### config.mk
export PLATFORM = sky130hd
export DESIGN_NAME = status_flag_reg
export DESIGN_NICKNAME = d
export VERILOG_FILES = /design/src/rtl/sr_pkg.sv /design/src/rtl/sr_flag_calc.sv /design/src/rtl/sr_write_merge.sv /design/src/rtl/sr_ctrl_out.sv /design/src/rtl/status_flag_reg.sv
export SDC_FILE = /design/constraint.sdc
export NUM_CORES = 1
export LEC_CHECK = 0
export ABC_CLOCK_PERIOD_IN_PS = 1200
export BUFFER_PORTS_ARGS = -buffer_cell sky130_fd_sc_hd__buf_2
export CAP_MARGIN = 40
export CORE_AREA = 2 2 61 63
export CTS_BUF_LIST = sky130_fd_sc_hd__clkbuf_2 sky130_fd_sc_hd__clkbuf_4 sky130_fd_sc_hd__clkbuf_8
export CTS_CLUSTER_DIAMETER = 50
export DETAILED_ROUTE_END_ITERATION = 8
export DIE_AREA = 0 0 63 65
export GPL_TIMING_DRIVEN = 1
export PLACE_DENSITY = 0.77
export SLEW_MARGIN = 20
export SYNTH_ARGS = -nofsm -noshare
export SYNTH_HDL_FRONTEND = slang
export SYNTH_SLANG_ARGS = --single-unit
### constraint.sdc
create_clock -name clk_i -period 1.2 [get_ports clk_i]
set_clock_uncertainty 0.2 [all_clocks]
set_input_delay 0.18 -clock clk_i [delete_from_list [all_inputs] [get_ports clk_i]]
set_output_delay 0.18 -clock clk_i [all_outputs]
set_load 0.03 [all_outputs]
### src/rtl/sr_pkg.sv
package sr_pkg;
  localparam int BYTE_W = 8;
  localparam int WORD_W = 16;
  localparam int ADDR_W = 20;
  localparam int SR_W   = 16;

  localparam int C_BIT    = 0;
  localparam int Z_BIT    = 1;
  localparam int N_BIT    = 2;
  localparam int GIE_BIT  = 3;
  localparam int CPUOFF_BIT = 4;
  localparam int PWR_LO   = 4;
  localparam int PWR_HI   = 7;
  localparam int V_BIT    = 8;

  localparam logic [SR_W-1:0] IMPL_MASK = 16'h01FF;

  typedef enum logic [1:0] {
    WID_BYTE = 2'd0,
    WID_WORD = 2'd1,
    WID_ADDR = 2'd2,
    WID_ALT  = 2'd3
  } width_e;

  typedef enum logic [1:0] {
    WR_LOAD = 2'd0,
    WR_SET  = 2'd1,
    WR_CLR  = 2'd2,
    WR_NONE = 2'd3
  } wr_mode_e;

  typedef struct packed {
    logic v;
    logic n;
    logic z;
    logic c;
  } flags_t;
endpackage

### src/rtl/sr_flag_calc.sv
module sr_flag_calc
  import sr_pkg::*;
#(
  parameter int B_W = BYTE_W,
  parameter int W_W = WORD_W,
  parameter int A_W = ADDR_W
) (
  input  logic [1:0]   width_i,
  input  logic         sub_i,
  input  logic [A_W-1:0] src_i,
  input  logic [A_W-1:0] dst_i,
  input  logic [A_W:0]   res_i,
  output flags_t       flags_o
);
  localparam int NW = 3;

  logic [3:0] per_w [NW];
  logic unused_ops;
  assign unused_ops = ^{src_i, dst_i};

  for (genvar g = 0; g < NW; g++) begin : g_w
    localparam int W = (g == 0) ? B_W : (g == 1) ? W_W : A_W;
    logic s_sgn, d_sgn, r_sgn, ovf;
    assign s_sgn = src_i[W-1];
    assign d_sgn = dst_i[W-1];
    assign r_sgn = res_i[W-1];
    // subtract: dst - src
    assign ovf = sub_i ? ((d_sgn != s_sgn) && (r_sgn != d_sgn))
                       : ((d_sgn == s_sgn) && (r_sgn != s_sgn));
    assign per_w[g] = {ovf, r_sgn, ~|res_i[W-1:0], res_i[W]};
  end

  always_comb begin
    case (width_i)
      WID_BYTE: flags_o = per_w[0];
      WID_ADDR: flags_o = per_w[2];
      default:  flags_o = per_w[1];
    endcase
  end
endmodule

### src/rtl/sr_write_merge.sv
module sr_write_merge
  import sr_pkg::*;
#(
  parameter int W = SR_W
) (
  input  logic [W-1:0] cur_i,
  input  logic [W-1:0] data_i,
  input  logic [1:0]   mode_i,
  output logic [W-1:0] next_o
);
  logic [W-1:0] raw;

  always_comb begin
    case (mode_i)
      WR_LOAD: raw = data_i;
      WR_SET:  raw = cur_i | data_i;
      WR_CLR:  raw = cur_i & ~data_i;
      default: raw = cur_i;
    endcase
    next_o = raw & IMPL_MASK[W-1:0];
  end
endmodule

### src/rtl/sr_ctrl_out.sv
module sr_ctrl_out
  import sr_pkg::*;
#(
  parameter int NUM_IRQ = 8
) (
  input  logic [SR_W-1:0]    sr_i,
  input  logic [NUM_IRQ-1:0] irq_i,
  output logic               lpm_req_o,
  output logic [NUM_IRQ-1:0] irq_o
);
  assign lpm_req_o = |sr_i[PWR_HI:PWR_LO];
  assign irq_o     = irq_i & {NUM_IRQ{sr_i[GIE_BIT]}};
endmodule

### src/rtl/status_flag_reg.sv
module status_flag_reg
  import sr_pkg::*;
#(
  parameter int NUM_IRQ = 8
) (
  input  logic                 clk_i,
  input  logic                 rst_ni,
  input  logic                 flag_en_i,
  input  logic                 flag_sub_i,
  input  logic [1:0]           flag_width_i,
  input  logic [ADDR_W-1:0]    src_i,
  input  logic [ADDR_W-1:0]    dst_i,
  input  logic [ADDR_W:0]      res_i,
  input  logic                 wr_en_i,
  input  logic                 wr_wide_i,
  input  logic [1:0]           wr_mode_i,
  input  logic [SR_W-1:0]      wr_data_i,
  input  logic [NUM_IRQ-1:0]   irq_i,
  output logic [SR_W-1:0]      sr_o,
  output logic                 c_o,
  output logic                 z_o,
  output logic                 n_o,
  output logic                 v_o,
  output logic                 gie_o,
  output logic                 cpu_off_o,
  output logic                 lpm_req_o,
  output logic [NUM_IRQ-1:0]   irq_o
);
  logic [SR_W-1:0] sr_q, wr_next;
  flags_t          alu_f;
  logic            wr_take;

  sr_flag_calc #(.B_W(BYTE_W), .W_W(WORD_W), .A_W(ADDR_W)) u_calc (
    .width_i (flag_width_i),
    .sub_i   (flag_sub_i),
    .src_i   (src_i),
    .dst_i   (dst_i),
    .res_i   (res_i),
    .flags_o (alu_f)
  );

  sr_write_merge #(.W(SR_W)) u_merge (
    .cur_i  (sr_q),
    .data_i (wr_data_i),
    .mode_i (wr_mode_i),
    .next_o (wr_next)
  );

  sr_ctrl_out #(.NUM_IRQ(NUM_IRQ)) u_ctrl (
    .sr_i      (sr_q),
    .irq_i     (irq_i),
    .lpm_req_o (lpm_req_o),
    .irq_o     (irq_o)
  );

  // only word-mode writes with a real mode count
  assign wr_take = wr_en_i && !wr_wide_i && (wr_mode_i != WR_NONE);

  always_ff @(posedge clk_i or negedge rst_ni) begin
    if (!rst_ni) begin
      sr_q <= '0;
    end else if (wr_take) begin
      sr_q <= wr_next;
    end else if (flag_en_i) begin
      sr_q[C_BIT] <= alu_f.c;
      sr_q[Z_BIT] <= alu_f.z;
      sr_q[N_BIT] <= alu_f.n;
      sr_q[V_BIT] <= alu_f.v;
    end
  end

  assign sr_o      = sr_q;
  assign c_o       = sr_q[C_BIT];
  assign z_o       = sr_q[Z_BIT];
  assign n_o       = sr_q[N_BIT];
  assign v_o       = sr_q[V_BIT];
  assign gie_o     = sr_q[GIE_BIT];
  assign cpu_off_o = sr_q[CPUOFF_BIT];

  assert_flag_scope_R8: assert property (@(posedge clk_i) disable iff (!rst_ni)
    (flag_en_i && !wr_take) |=> (sr_q[PWR_HI:GIE_BIT] == $past(sr_q[PWR_HI:GIE_BIT])));

  assert_set_mask_R10: assert property (@(posedge clk_i) disable iff (!rst_ni)
    (wr_take && wr_mode_i == WR_SET) |=>
      ((sr_q & $past(wr_data_i & IMPL_MASK)) == $past(wr_data_i & IMPL_MASK)));

  assert_clr_mask_R10: assert property (@(posedge clk_i) disable iff (!rst_ni)
    (wr_take && wr_mode_i == WR_CLR) |=> ((sr_q & $past(wr_data_i)) == '0));

  assert_wide_hold_R11: assert property (@(posedge clk_i) disable iff (!rst_ni)
    (wr_en_i && wr_wide_i && !flag_en_i) |=> $stable(sr_q));

  assert_irq_block_R13: assert property (@(posedge clk_i) disable iff (!rst_ni)
    !gie_o |-> (irq_o == '0));

  assert_cpuoff_lpm_R14: assert property (@(posedge clk_i) disable iff (!rst_ni)
    cpu_off_o |-> lpm_req_o);
endmodule

Word level (Yosys, flattened, before mapping)
Cells that the tools add are included.

cells by class
  $add $sub $neg = 0
  multipliers = 0
  divide/modulo/power cells = 0
  order comparisons = 0
  eq/ne operators = 17
  shift operators = 0
  multiplexer cells = 9
  bitwise gates (word level) = 4
  reductions and logical operators = 22

operators by type and width
  operator                                              number
  case mux 9 bit (3 select lines)                       1
  OR reduction 20 bit                                   1
  OR reduction 16 bit                                   1
  AND 9 bit                                             1
  != test 1 bit                                         9
  NOT 9 bit                                             1
  OR 9 bit                                              1
  AND 8 bit                                             1
  logical AND 1 bit                                     8
  case mux 4 bit (2 select lines)                       1
  OR reduction 8 bit                                    1
  2-to-1 mux 3 bit                                      2
  2-to-1 mux 1 bit                                      5
  equality test 2 bit (second input constant)           2
  logical NOT 1 bit                                     4
  logical NOT 2 bit                                     2
  != test 4 x 1 -> 1 bit (second input constant)        1
  AND reduction 2 bit                                   2
  OR reduction 4 bit                                    1
  equality test 1 bit                                   3
  nonzero test 3 bit                                    1
  equality test 2 x 1 -> 1 bit (second input constant)  1
  != test 2 bit (second input constant)                 1
  nonzero test 2 bit                                    1

word-level totals
  flip-flop bits (word level) = 9
  bits in latches = 0
  memory bits (writable) = 0
  memory bits (read-only) = 0
  bits of input ports = 95
  output and inout port bits = 31
  word-level logic and storage cells = 54
  memories kept = 0

Longest topological paths before layout
  depth in word-level cells = 6
  gate-level depth with buffers = 9
  mapped depth without buffers = 7

By module
From an unflattened synthesis, not the netlist that was laid out.

second synthesis, totals
  cells, all modules = 129
  area, all modules = 1233.7 um2

modules (own cells, without submodules)
  module           times used  cells an instance  area an instance (um2)  sequential area each (um2)
  status_flag_reg  1           45                 705.7                   400.4
  sr_write_merge   1           46                 274.0                   0.0
  sr_flag_calc     1           29                 196.4                   0.0
  sr_ctrl_out      1           9                  57.6                    0.0

Least setup slack after synthesis
OpenSTA, ideal clock, no wires.

  kind = flip-flop to output port
  start = register sr_q[7] (netlist: sr_o[7])
  end = output lpm_req_o
  arrival time = 1198 ps
  data required time = 820 ps
  setup slack = -378 ps
  stages on the path, launching flop included = 2
  path buffers = 0
  cell sequence = dfrtp_1 or4_1

on the way
  cells in the longest elaborated chain, start to end = 1

ends and longest elaborated chain
  element                            line                   RTL
  from (decl)                        status_flag_reg.sv:29  logic [SR_W-1:0] sr_q, wr_next;
  from (signal assigned)             status_flag_reg.sv:63  sr_q <= wr_next;
  from (signal, indexed assignment)  status_flag_reg.sv:65  sr_q[C_BIT] <= alu_f.c;
  from (signal, indexed assignment)  status_flag_reg.sv:66  sr_q[Z_BIT] <= alu_f.z;
  OR reduction 4 bit                 sr_ctrl_out.sv:11      assign lpm_req_o = |sr_i[PWR_HI:PWR_LO];
  to (decl)                          status_flag_reg.sv:26  output logic lpm_req_o,

Every way passes these cells.

Worst setup path in the final report
Ends and elaborated chain as after synthesis.

==> results.toml <==
[run_status]
outcome = "complete, but fails checks"
violations = "setup timing"

[global_routing]
grt_max_degree = 10
grt_pass1_vias = 1235
track_usage_pct = 15.88
grt_pass1_wl_um = 5244
antenna_found_initial = 0
gr-total-overflow = 0

[detailed_routing]
drcViolationCount = 0
ant_nets = 0
drt_iter0_drc = 23
vias = 1291
vias_per_cell = 4.611
wl_per_cell_um = 12.60
drt_wl_total_um = 3528
first_pass_iters = 4

[timing]
maxSlewViolCount = 0
max_freq_mhz = 577.0
hold_violations = 0
setup_ws_ns = -0.5332
grt_setup_unrepaired = "true"
finalCritPeriodShare_pct = 144.4
setup_viol = 33
period_minus_slack_ns = 1.733

[yosys]
synth_top_family_by_area = "simple AND/OR/NAND/NOR gates"
synth-xor-area-share_pct = 2.665
syn_area_um2 = 985.9
post_synth_num_cell_types = 29
muxShareOfSynthArea_pct = 4.061
synth_fa_ha_area_share_pct = 6.345
synth_compound_area_share_pct = 21.32
synth_area_leader_cell = "dfrtp_1"
ys_ff_latch = 9
synth_top_cell_area_share_pct = 22.84
synth_area_leaders = "dfrtp_1, a21oi_1, buf_4, ha_1, and2_1"
yosys.area_share.simple_pct = 27.28
synth.avg_cell_area_um2 = 7.763
ys.warnings.count = 0
synthCells = 127
ys_seq_area_share_pct = 22.84

[cells_and_area]
fin_cells = 280
utilization_pct = 56.73
finalNetCount = 333
drive_above_1_share_pct = 64.66
diodes = 0
largest_reg_flops = 9
design_area_um2 = 1983
area_growth_pct = 101.1

[power]
power_frac_seq_pct = 19.5
p_int_mw = 1.249
power_frac_comb_pct = 69.3
p_switching_uw = 925.8
p_clk_share_pct = 11.2
power_density_nw_per_um2 = 1097
switching_share_pct = 42.56
cellLeakagePower_nw = 0.9719
ir_drop_uv = 448.0

[placement]
dp.cells = 261
place_area_um2 = 1524
preCtsSetupSlack_ns = -0.5138
place_hpwl_um = 2325
place_congestion = 0.8607
portBuffers = 77

[die]
die_w_um = 63
io_pins = 126
dieArea_um2 = 4095
rows = 22
start_util_pct = 28.20
die_h_um = 65
core_um2 = 3496

[critical_path]
crit_slowest_cell = "or4_4"
cp.arrival_ns = 1.35
crit_family = "simple AND/OR/NAND/NOR gates"
worstSetupPathType = "reg2out"
crit_fanout = 2
startpoint_type = "register"
cp.required_ns = 0.82
path_cells = "or4_4, buf_6"
critPathBufInv = 1
max_stage_delay_ns = 0.54
crit_path_end_kind = "output pin"

[clocking]
clkLatencyLatePin_ns = 0.26
clock_sinks = 9
htree_levels = 1
clockBufferDepth = 2
numCtsBuffers = 3
cts_tree = "done"
root_buffer = "clkbuf_4"
clk_pin_slew_ns = 0.07

[job]
cap_violations = 0

[worst_hold_path]
hold_class = "in2reg"
[cell usage after synthesis]
master,count
nand4b_1,1
o2bb2ai_1,1
o22ai_1,5
nand2_1,5
or3b_4,1
nor2_8,1
or4_1,1
ha_1,5
nor2_1,5
nand2b_1,4
buf_4,13
xor2_1,3
conb_1,1
o21ai_0,6
a21oi_1,23
clkbuf_1,1
o311ai_0,1
buf_2,2
nor2b_1,6
inv_1,7
a21oi_4,1
buf_6,1
and2_1,8
dfrtp_1,9
nor3_2,1
nand3_1,1
nor3_1,5
nor4_1,5
mux2i_1,4
[worst paths after layout]
check | depth (start not counted) | end | from | slack [ns]
worst min register to register | 3 | sr_o[4] | sr_o[4] | 0.45
min in group asynchronous | 2 | sr_o[8] | rst_ni | 0.12
worst max-delay path | 2 | lpm_req_o | sr_o[7] | -0.53
worst min-delay path | 3 | sr_o[3] | wr_data_i[3] | 0.01
max in group asynchronous | 2 | sr_o[4] | rst_ni | 0.48
worst max register to register | 4 | sr_o[0] | sr_o[0] | -0.07
[metal layers]
| layer | up-vias | global-route usage [%] | wire, um |
|---|---|---|---|
| met5 | - | 0 | 0 |
| met4 | 0 | 6.944 | 48 |
| met3 | 4 | 1.910 | 191 |
| met2 | 49 | 28.46 | 1863 |
| met1 | 597 | 19.02 | 1424 |
| li1 | 641 | - | - |
[layout by cell type, fill, tap and decap left out, types with 2 or more instances in the layout]
| cell type | netlist | final |
|---|---|---|
| a21oi_1 | 23 | 13 |
| buf_6 | 1 | 35 |
| xor2_1 | 3 | 3 |
| o21ai_1 | 0 | 3 |
| nand2b_1 | 4 | 3 |
| o22ai_1 | 5 | 5 |
| conb_1 | 1 | 7 |
| ha_4 | 0 | 2 |
| nor3_2 | 1 | 2 |
| inv_1 | 7 | 7 |
| and2_4 | 0 | 8 |
| buf_2 | 2 | 51 |
| nand2_1 | 5 | 5 |
| ha_2 | 0 | 2 |
| a21oi_2 | 0 | 10 |
| nor2_4 | 0 | 2 |
| mux2i_1 | 4 | 4 |
| buf_4 | 13 | 22 |
| nor4_1 | 5 | 5 |
| o21ai_0 | 6 | 3 |
| dfrtp_2 | 0 | 2 |
| nor2_1 | 5 | 4 |
| nor3_4 | 0 | 3 |
| or3b_4 | 1 | 2 |
| clkbuf_4 | 0 | 3 |
| dfrtp_1 | 9 | 7 |
| nor2b_1 | 6 | 6 |
[metrics by stage]
| stage | hold slack, ns | power, mW | TNS, ns |
|---|---|---|---|
| global route | 0.01756 | 2.291 | -6.721 |
| detailed placement | -0.1494 | 1.445 | -4.391 |
| floorplan | -0.3156 | 1.113 | -2.645 |
| CTS | 0.003136 | 2.100 | -5.247 |
| finish | 0.01023 | 2.175 | -5.590 |
| global placement | -0.1607 | 1.428 | -4.175 |
[repair_timing]
action                     in CTS  in global routing
resized for setup              81                 12
setup buffers                   7                  7
setup endpoints to repair      33                 33
pin swaps                      11                 10
hold buffers                    1                  0
cloned                          2                  0
hold endpoints to repair        9                  0
[worst min-delay path: stages]
cell,delay (ns)
buf_2,0.11
a21oi_2,0.05
a21oi_1,0.09
[power groups by stage]
| stage | logic [mW] | clock network (mW) | registers, mW |
|---|---|---|---|
| final | 1.51 | 0.243 | 0.425 |
| after global routing | 1.59 | 0.264 | 0.433 |
| after CTS | 1.43 | 0.250 | 0.419 |
| after detailed placement | 1.02 | 0 | 0.425 |
| after global placement | 1.01 | 0 | 0.422 |
| after floorplan | 0.544 | 0 | 0.569 |
[logic make-up (layout without fill, tap and decap cells)]
logic type / after synthesis / in the layout
buf+inv: 24 / 121
xor+xnor: 3 / 3
simple gates: 44 / 46
fa+ha+maj: 5 / 5
compound gates: 37 / 37
other cells: 1 / 7
flops: 9 / 9
mux: 4 / 4
[layout make-up]
| class | instances | area, um2 |
|---|---|---|
| clock inverters | 1 | 5.005 |
| inverters | 7 | 26.28 |
| fillers | 322 | 1513 |
| flip-flops and latches | 9 | 227.7 |
| multi-input cells | 102 | 802.0 |
| well taps | 48 | 60.06 |
| clock buffers | 3 | 22.52 |
| repair buffers | 110 | 839.6 |
(Power assumes the default switching activity.)
